`src/rtl/ireg_pkg.sv`:
```
package ireg_pkg;

    localparam int BYTE_W     = 8;
    localparam int IDX_W      = 5;
    localparam int REG_COUNT  = 26;
    localparam int IDX_LAST   = REG_COUNT - 1;
    localparam int IDX_STATUS = 23;
    localparam int IDX_CMD    = 24;
    localparam int IDX_DATA   = 25;
    localparam int IDX_CNT_HI = 18;
    localparam int IDX_CNT_MD = 19;
    localparam int IDX_CNT_LO = 20;
    localparam int CNT_W      = 3 * BYTE_W;

    typedef logic [IDX_W-1:0]  idx_t;
    typedef logic [BYTE_W-1:0] byte_t;

    // Auxiliary status byte, most significant field first.
    typedef struct packed {
        logic       irq;
        logic       ignored;
        logic       busy;
        logic       cip;
        logic [1:0] rsvd;
        logic       perr;
        logic       dbr;
    } aux_t;

    // Kind of host access seen in a cycle.
    typedef enum logic [2:0] {
        ACC_NONE,
        ACC_IDX_WR,
        ACC_STAT_RD,
        ACC_VAL_WR,
        ACC_VAL_RD
    } acc_e;

    typedef struct packed {
        acc_e  kind;
        byte_t data;
    } host_req_t;

    function automatic idx_t next_index(idx_t cur);
        if (int'(cur) >= IDX_LAST) return '0;
        return cur + idx_t'(1);
    endfunction

    function automatic logic is_cmd_idx(idx_t i);
        return int'(i) == IDX_CMD;
    endfunction

    function automatic logic is_data_idx(idx_t i);
        return int'(i) == IDX_DATA;
    endfunction

endpackage

```
`src/rtl/ireg_index_ctrl.sv`:
```
module ireg_index_ctrl
    import ireg_pkg::*;
(
    input  logic clk,
    input  logic rst,
    input  logic load,
    input  idx_t load_val,
    input  logic step,
    output idx_t idx
);

    always_ff @(posedge clk) begin
        if (rst)       idx <= '0;
        else if (load) idx <= load_val;
        else if (step) idx <= next_index(idx);
    end

    p_load_r2: assert property (@(posedge clk) disable iff (rst)
        load |=> idx == $past(load_val));

    p_wrap_r3: assert property (@(posedge clk) disable iff (rst)
        (step && !load && int'(idx) == IDX_LAST) |=> idx == '0);

    p_step_r3: assert property (@(posedge clk) disable iff (rst)
        (step && !load && int'(idx) < IDX_LAST) |=> int'(idx) == int'($past(idx)) + 1);

endmodule

```
`src/rtl/ireg_gate.sv`:
```
module ireg_gate
    import ireg_pkg::*;
(
    input  idx_t idx,
    input  logic busy,
    input  logic cip,
    output logic allowed
);

    always_comb begin
        if (is_cmd_idx(idx))       allowed = !cip;
        else if (is_data_idx(idx)) allowed = 1'b1;
        else                       allowed = !busy;
    end

endmodule

```
`src/rtl/ireg_bank.sv`:
```
module ireg_bank
    import ireg_pkg::*;
#(
    parameter int NREGS = REG_COUNT
) (
    input  logic             clk,
    input  logic             rst,
    input  logic             wr_en,
    input  idx_t             idx,
    input  byte_t            wdata,
    output byte_t            rd_byte,
    output logic [CNT_W-1:0] count,
    output byte_t            cmd_byte
);

    byte_t regs [NREGS];

    for (genvar g = 0; g < NREGS; g++) begin : g_reg
        always_ff @(posedge clk) begin
            if (rst)                              regs[g] <= '0;
            else if (wr_en && idx == idx_t'(g))   regs[g] <= wdata;
        end
    end

    always_comb begin
        rd_byte = '0;
        for (int i = 0; i < NREGS; i++)
            if (idx == idx_t'(i)) rd_byte = regs[i];
    end

    assign count    = {regs[IDX_CNT_HI], regs[IDX_CNT_MD], regs[IDX_CNT_LO]};
    assign cmd_byte = regs[IDX_CMD];

    p_count_lo_r4: assert property (@(posedge clk) disable iff (rst)
        (wr_en && int'(idx) == IDX_CNT_LO) |=> count[BYTE_W-1:0] == $past(wdata));

endmodule

```
`src/rtl/ireg_aux.sv`:
```
module ireg_aux
    import ireg_pkg::*;
#(
    parameter int CIP_CYCLES = 4
) (
    input  logic clk,
    input  logic rst,
    input  logic cmd_accept,
    input  logic blocked_hit,
    input  logic stat_rd,
    input  logic irq_in,
    input  logic busy_in,
    input  logic perr_in,
    input  logic dbr_in,
    output logic cip,
    output logic busy,
    output aux_t aux
);

    localparam int CW = $clog2(CIP_CYCLES + 1);

    logic [CW-1:0] cip_cnt;
    logic          ignored;

    always_ff @(posedge clk) begin
        if (rst)                cip_cnt <= '0;
        else if (cmd_accept)    cip_cnt <= CW'(CIP_CYCLES);
        else if (cip_cnt != '0) cip_cnt <= cip_cnt - CW'(1);
    end

    always_ff @(posedge clk) begin
        if (rst)              ignored <= 1'b0;
        else if (blocked_hit) ignored <= 1'b1;
        else if (stat_rd)     ignored <= 1'b0;
    end

    assign cip  = cip_cnt != '0;
    assign busy = busy_in | cip;

    always_comb begin
        aux         = '0;
        aux.irq     = irq_in;
        aux.ignored = ignored;
        aux.busy    = busy;
        aux.cip     = cip;
        aux.perr    = perr_in;
        aux.dbr     = dbr_in;
    end

    p_cip_start_r9: assert property (@(posedge clk) disable iff (rst)
        cmd_accept |=> cip);

    p_lci_set_r6: assert property (@(posedge clk) disable iff (rst)
        blocked_hit |=> aux.ignored);

    p_lci_clear_r8: assert property (@(posedge clk) disable iff (rst)
        (stat_rd && !blocked_hit) |=> !aux.ignored);

endmodule

```
`src/rtl/ireg_port.sv`:
```
module ireg_port
    import ireg_pkg::*;
#(
    parameter int CIP_CYCLES = 4
) (
    input  logic        clk,
    input  logic        rst,
    input  logic        host_sel_addr,
    input  logic        host_wr,
    input  logic        host_rd,
    input  logic [7:0]  host_wdata,
    output logic [7:0]  host_rdata,
    input  logic        irq_in,
    input  logic        busy_in,
    input  logic        perr_in,
    input  logic        dbr_in,
    output logic [23:0] xfer_count,
    output logic        cmd_valid,
    output logic [6:0]  cmd_code,
    output logic        cmd_single
);

    host_req_t req;
    idx_t      idx;
    logic      allowed, cip, busy;
    byte_t     rd_byte, cmd_byte;
    aux_t      aux;
    logic      val_acc, val_wr_ok, blocked_hit, cmd_accept, stat_rd;

    always_comb begin
        req.data = host_wdata;
        if (host_sel_addr && host_wr)       req.kind = ACC_IDX_WR;
        else if (host_sel_addr && host_rd)  req.kind = ACC_STAT_RD;
        else if (host_wr)                   req.kind = ACC_VAL_WR;
        else if (host_rd)                   req.kind = ACC_VAL_RD;
        else                                req.kind = ACC_NONE;
    end

    assign val_acc     = (req.kind == ACC_VAL_WR) || (req.kind == ACC_VAL_RD);
    assign val_wr_ok   = (req.kind == ACC_VAL_WR) && allowed;
    assign blocked_hit = val_acc && !allowed;
    assign cmd_accept  = val_wr_ok && is_cmd_idx(idx);
    assign stat_rd     = req.kind == ACC_STAT_RD;

    ireg_index_ctrl u_index (
        .clk      (clk),
        .rst      (rst),
        .load     (req.kind == ACC_IDX_WR),
        .load_val (req.data[IDX_W-1:0]),
        .step     (val_acc),
        .idx      (idx)
    );

    ireg_gate u_gate (
        .idx     (idx),
        .busy    (busy),
        .cip     (cip),
        .allowed (allowed)
    );

    ireg_bank #(.NREGS(REG_COUNT)) u_bank (
        .clk      (clk),
        .rst      (rst),
        .wr_en    (val_wr_ok),
        .idx      (idx),
        .wdata    (req.data),
        .rd_byte  (rd_byte),
        .count    (xfer_count),
        .cmd_byte (cmd_byte)
    );

    ireg_aux #(.CIP_CYCLES(CIP_CYCLES)) u_aux (
        .clk         (clk),
        .rst         (rst),
        .cmd_accept  (cmd_accept),
        .blocked_hit (blocked_hit),
        .stat_rd     (stat_rd),
        .irq_in      (irq_in),
        .busy_in     (busy_in),
        .perr_in     (perr_in),
        .dbr_in      (dbr_in),
        .cip         (cip),
        .busy        (busy),
        .aux         (aux)
    );

    always_ff @(posedge clk) begin
        if (rst)                         host_rdata <= '0;
        else if (stat_rd)                host_rdata <= aux;
        else if (req.kind == ACC_VAL_RD) host_rdata <= allowed ? rd_byte : '0;
    end

    always_ff @(posedge clk) begin
        if (rst) cmd_valid <= 1'b0;
        else     cmd_valid <= cmd_accept;
    end

    assign cmd_code   = cmd_byte[6:0];
    assign cmd_single = cmd_byte[7];

    p_blocked_rd_zero_r6: assert property (@(posedge clk) disable iff (rst)
        (req.kind == ACC_VAL_RD && !allowed) |=> host_rdata == '0);

    p_cip_guard_r7: assert property (@(posedge clk) disable iff (rst)
        (req.kind == ACC_VAL_WR && cip && is_cmd_idx(idx)) |=> $stable(cmd_byte));

    p_cmd_pulse_r9: assert property (@(posedge clk) disable iff (rst)
        cmd_valid |-> cip);

    p_busy_guard_r6: assert property (@(posedge clk) disable iff (rst)
        (req.kind == ACC_VAL_WR && busy && int'(idx) == IDX_CNT_HI) |=> $stable(xfer_count));

    p_status_rd_r5: assert property (@(posedge clk) disable iff (rst)
        stat_rd |=> host_rdata[3:2] == 2'b00);

endmodule

```
`config.mk`:
```
export PLATFORM = sky130hd
export DESIGN_NAME = ireg_port
export DESIGN_NICKNAME = d
export VERILOG_FILES = /design/src/rtl/ireg_pkg.sv /design/src/rtl/ireg_index_ctrl.sv /design/src/rtl/ireg_gate.sv /design/src/rtl/ireg_bank.sv /design/src/rtl/ireg_aux.sv /design/src/rtl/ireg_port.sv
export SDC_FILE = /design/constraint.sdc
export NUM_CORES = 1
export LEC_CHECK = 0
export ABC_AREA = 1
export CAP_MARGIN = 20
export CORE_ASPECT_RATIO = 1.25
export CORE_MARGIN = 1.5
export CORE_UTILIZATION = 55
export CTS_CLUSTER_DIAMETER = 50
export DETAILED_ROUTE_END_ITERATION = 8
export DONT_BUFFER_PORTS = 1
export PLACE_DENSITY_LB_ADDON = 0.1
export REMOVE_ABC_BUFFERS = 1
export SKIP_LAST_GASP = 1
export SYNTH_ARGS = -nofsm -noshare
export SYNTH_HDL_FRONTEND = slang
export SYNTH_SLANG_ARGS = --single-unit
export TNS_END_PERCENT = 30
```
`constraint.sdc`:
```
create_clock -name clk -period 2.6 [get_ports clk]
set_input_delay 0.52 -clock clk [delete_from_list [all_inputs] [get_ports clk]]
set_output_delay 0.52 -clock clk [all_outputs]
set_load 0.005 [all_outputs]
```
==> impl_metrics.toml <==
[floorplan]
fp.dieArea_mm2 = 0.0218
die_h_um = 165
start_util = 0.557
die_w_um = 132
core_mm2 = 0.0207
rows = 59
boundaryPins = 58

[cts]
cts-root-buf = "clkbuf_16"
path_clk_slew_ps = 60
cts.sinks = 226
cts_tree = "built"
cts_hold_buf = 0
clkLatencyLatePin_ps = 520
clk_path_buf_depth = 3
numCtsBuffers = 24
h-tree-depth = 1

[detailed_routing]
drc_errors = 0
wl_per_cell_um = 18.3
dr_wl_met2_mm = 15.7
top_layer = "met4"
avgViaCountPerCell = 5.38
wl_met1_mm = 12.8
wirelength_mm = 31.9
first_iter_violations = 786
route.met3.wl_mm = 2.44
first_pass_iters = 5
ant_nets = 0
vias = 9391

[placed_design]
portBuffers = 0
hpwlAfterDp_mm = 20.9
placed_cell_area_mm2 = 0.0124
routabilityCongestion = 0.847

[setup_path]
start_kind = "flip-flop"
critPathKind = "reg2reg"
worstPathMaxFanout = 6
cp_slowest_cell = "dfxtp_4"
crit_path_frequent_cell = "nand2_1"
cp-end-kind = "flip-flop"
max_stage_delay_ps = 380
crit_arrival_ps = 3510
critPathRequiredTime_ps = 3010

[grt]
first_global_vias = 8908
grt_usage = 0.285
grt_max_degree = 29
grt-ovfl-total = 0
grt_pass1_wl_mm = 47.7
antenna_found_initial = 0

[final_layout]
stdcell_area_mm2 = 0.0142
diodes = 0
syn_to_final_growth_pct = 23.1
drive_above_1_share = 0.231
regArea_mm2 = 0.00662
multi_input_area_mm2 = 0.00439
fin_nets = 1477
fillCellCount = 1646

[logic_synthesis]
synthTopCellsByCount = "nand2_1, nor2_1, edfxtp_1"
yosysMostFrequentCell = "nand2_1"
synthCells = 1348
ys_warn_count = 0
yosys.area.top_type = "edfxtp_1"
synth_area_leaders = "edfxtp_1, nand2_1, nor2_1"
ys_types = 40
synth_area_mm2 = 0.0115
synth_edf_count = 208
syn_area_per_cell_um2 = 8.55
ys_ff_latch = 226
synth-main-ff-cell = "edfxtp_1"
ys_seq_area_frac = 0.573
synth_top_area_frac = 0.542
synthArstFlopShare = 0

[sta]
setup-violations-final = 166
fin_ws_ps = -501
period_needed_ps = 3100
timing.setup.tns_ps = -5650
slew_viol_final = 0
rsz0062_at_grt = "true"
fin_crit_sh = 1.19
worst_pin_slew_ps = 975
fmax_ghz = 0.322
whs_ps = 58.2
finalHoldViolations = 0
skew_ps = 8.57
relSlewSlack = 0.346

[power_and_ir_drop]
vdd_drop_max_uv = 734
p_per_area_mw_per_mm2 = 668
total_power_mw = 9.46
total_leakage_power_nw = 6.17

[job]
maxCapViolations = 0

[run_status]
status = "complete, but fails checks"
failed_checks = "setup timing"

[hold_path]
hold_path.class = "in2reg"
## registers in the layout, indices dropped and copies added (netlist names)
register,count
u_aux.cip_cnt,3
cmd_valid,1
u_bank.regs,208
u_aux.ignored,1
host_rdata,8
u_index.idx,5
## metrics by stage
stage,worst slack [ps],instances,utilization
after detailed placement,-669,1668,0.600
after global placement,-593,1668,0.600
after global routing,-788,1744,0.686
final,-501,1744,0.686
after CTS,-446,1721,0.656
after floorplan,-783,1269,-
## power by group
| part | leakage [nW] | internal [mW] | total [mW] | switching [mW] |
|---|---|---|---|---|
| clock network | 0.400 | 2.21 | 3.59 | 1.39 |
| logic | 3.47 | 0.647 | 1.67 | 1.02 |
| registers | 2.30 | 4.12 | 4.21 | 0.0828 |
## worst max-delay path: cells and delay by family, from the launching register on
family / cells / cell delay (ps)
compound gates: 2 / 170
fa+ha+maj: 1 / 130
simple gates: 24 / 1580
buf+inv: 7 / 730
flops: 1 / 380
## worst paths after layout
check	slack [ps]	start	endpoint	cells after the start
setup / recovery	-500	u_index.idx[1]	host_rdata[3]	34
hold / removal	60	rst	host_rdata[7]	1
setup reg to reg	-500	u_index.idx[1]	host_rdata[3]	34
hold reg to reg	450	u_aux.cip_cnt[1]	u_aux.cip_cnt[1]	2
## what timing repair did
item                       in CTS  in global routing
gates resized for setup        68                108
buffers inserted               11                 25
setup endpoints to repair     424                427
pin swaps                      29                 38
## cells by family after synthesis
group / after synthesis / synth area share
compound gates: 131 / 0.0614
xor+xnor: 2 / 0.00152
fa+ha+maj: 7 / 0.00760
buf+inv: 236 / 0.0911
flops: 226 / 0.573
simple gates: 746 / 0.265
## placed cells by master (no fill, tap or decap), drive strengths merged
| master | count |
|---|---|
| o31ai | 1 |
| o21bai | 2 |
| a311oi | 1 |
| a21oi | 38 |
| nor2 | 281 |
| dfxtp | 18 |
| nand2 | 384 |
| xor2 | 1 |
| buf | 158 |
| edfxtp | 208 |
| clkinv | 14 |
| a2bb2oi | 1 |
| or2 | 22 |
| o21ai | 80 |
| xnor2 | 1 |
| nor3 | 5 |
| clkinvlp | 2 |
| a221oi | 5 |
| bufinv | 4 |
| ha | 7 |
| nand4 | 2 |
| o22ai | 1 |
| o211ai | 1 |
| nand3 | 52 |
| a22oi | 1 |
| inv | 148 |
| clkbuf | 32 |
## layer usage
metal,vias up,global-route usage
li1,4496,-
met1,4435,0.376
met2,399,0.483
met3,61,0.0463
met4,0,0.101
met5,-,0
## area by class of cell
class | instances | area share
repair buffers | 158 | 0.0982
multi-input cells | 886 | 0.309
clock buffers | 32 | 0.0474
clock inverters | 11 | 0.0110
inverters | 157 | 0.0429
well taps | 274 | 0.0242
flip-flops and latches | 226 | 0.467
No activity file was read; power rests on OpenSTA's default activity.
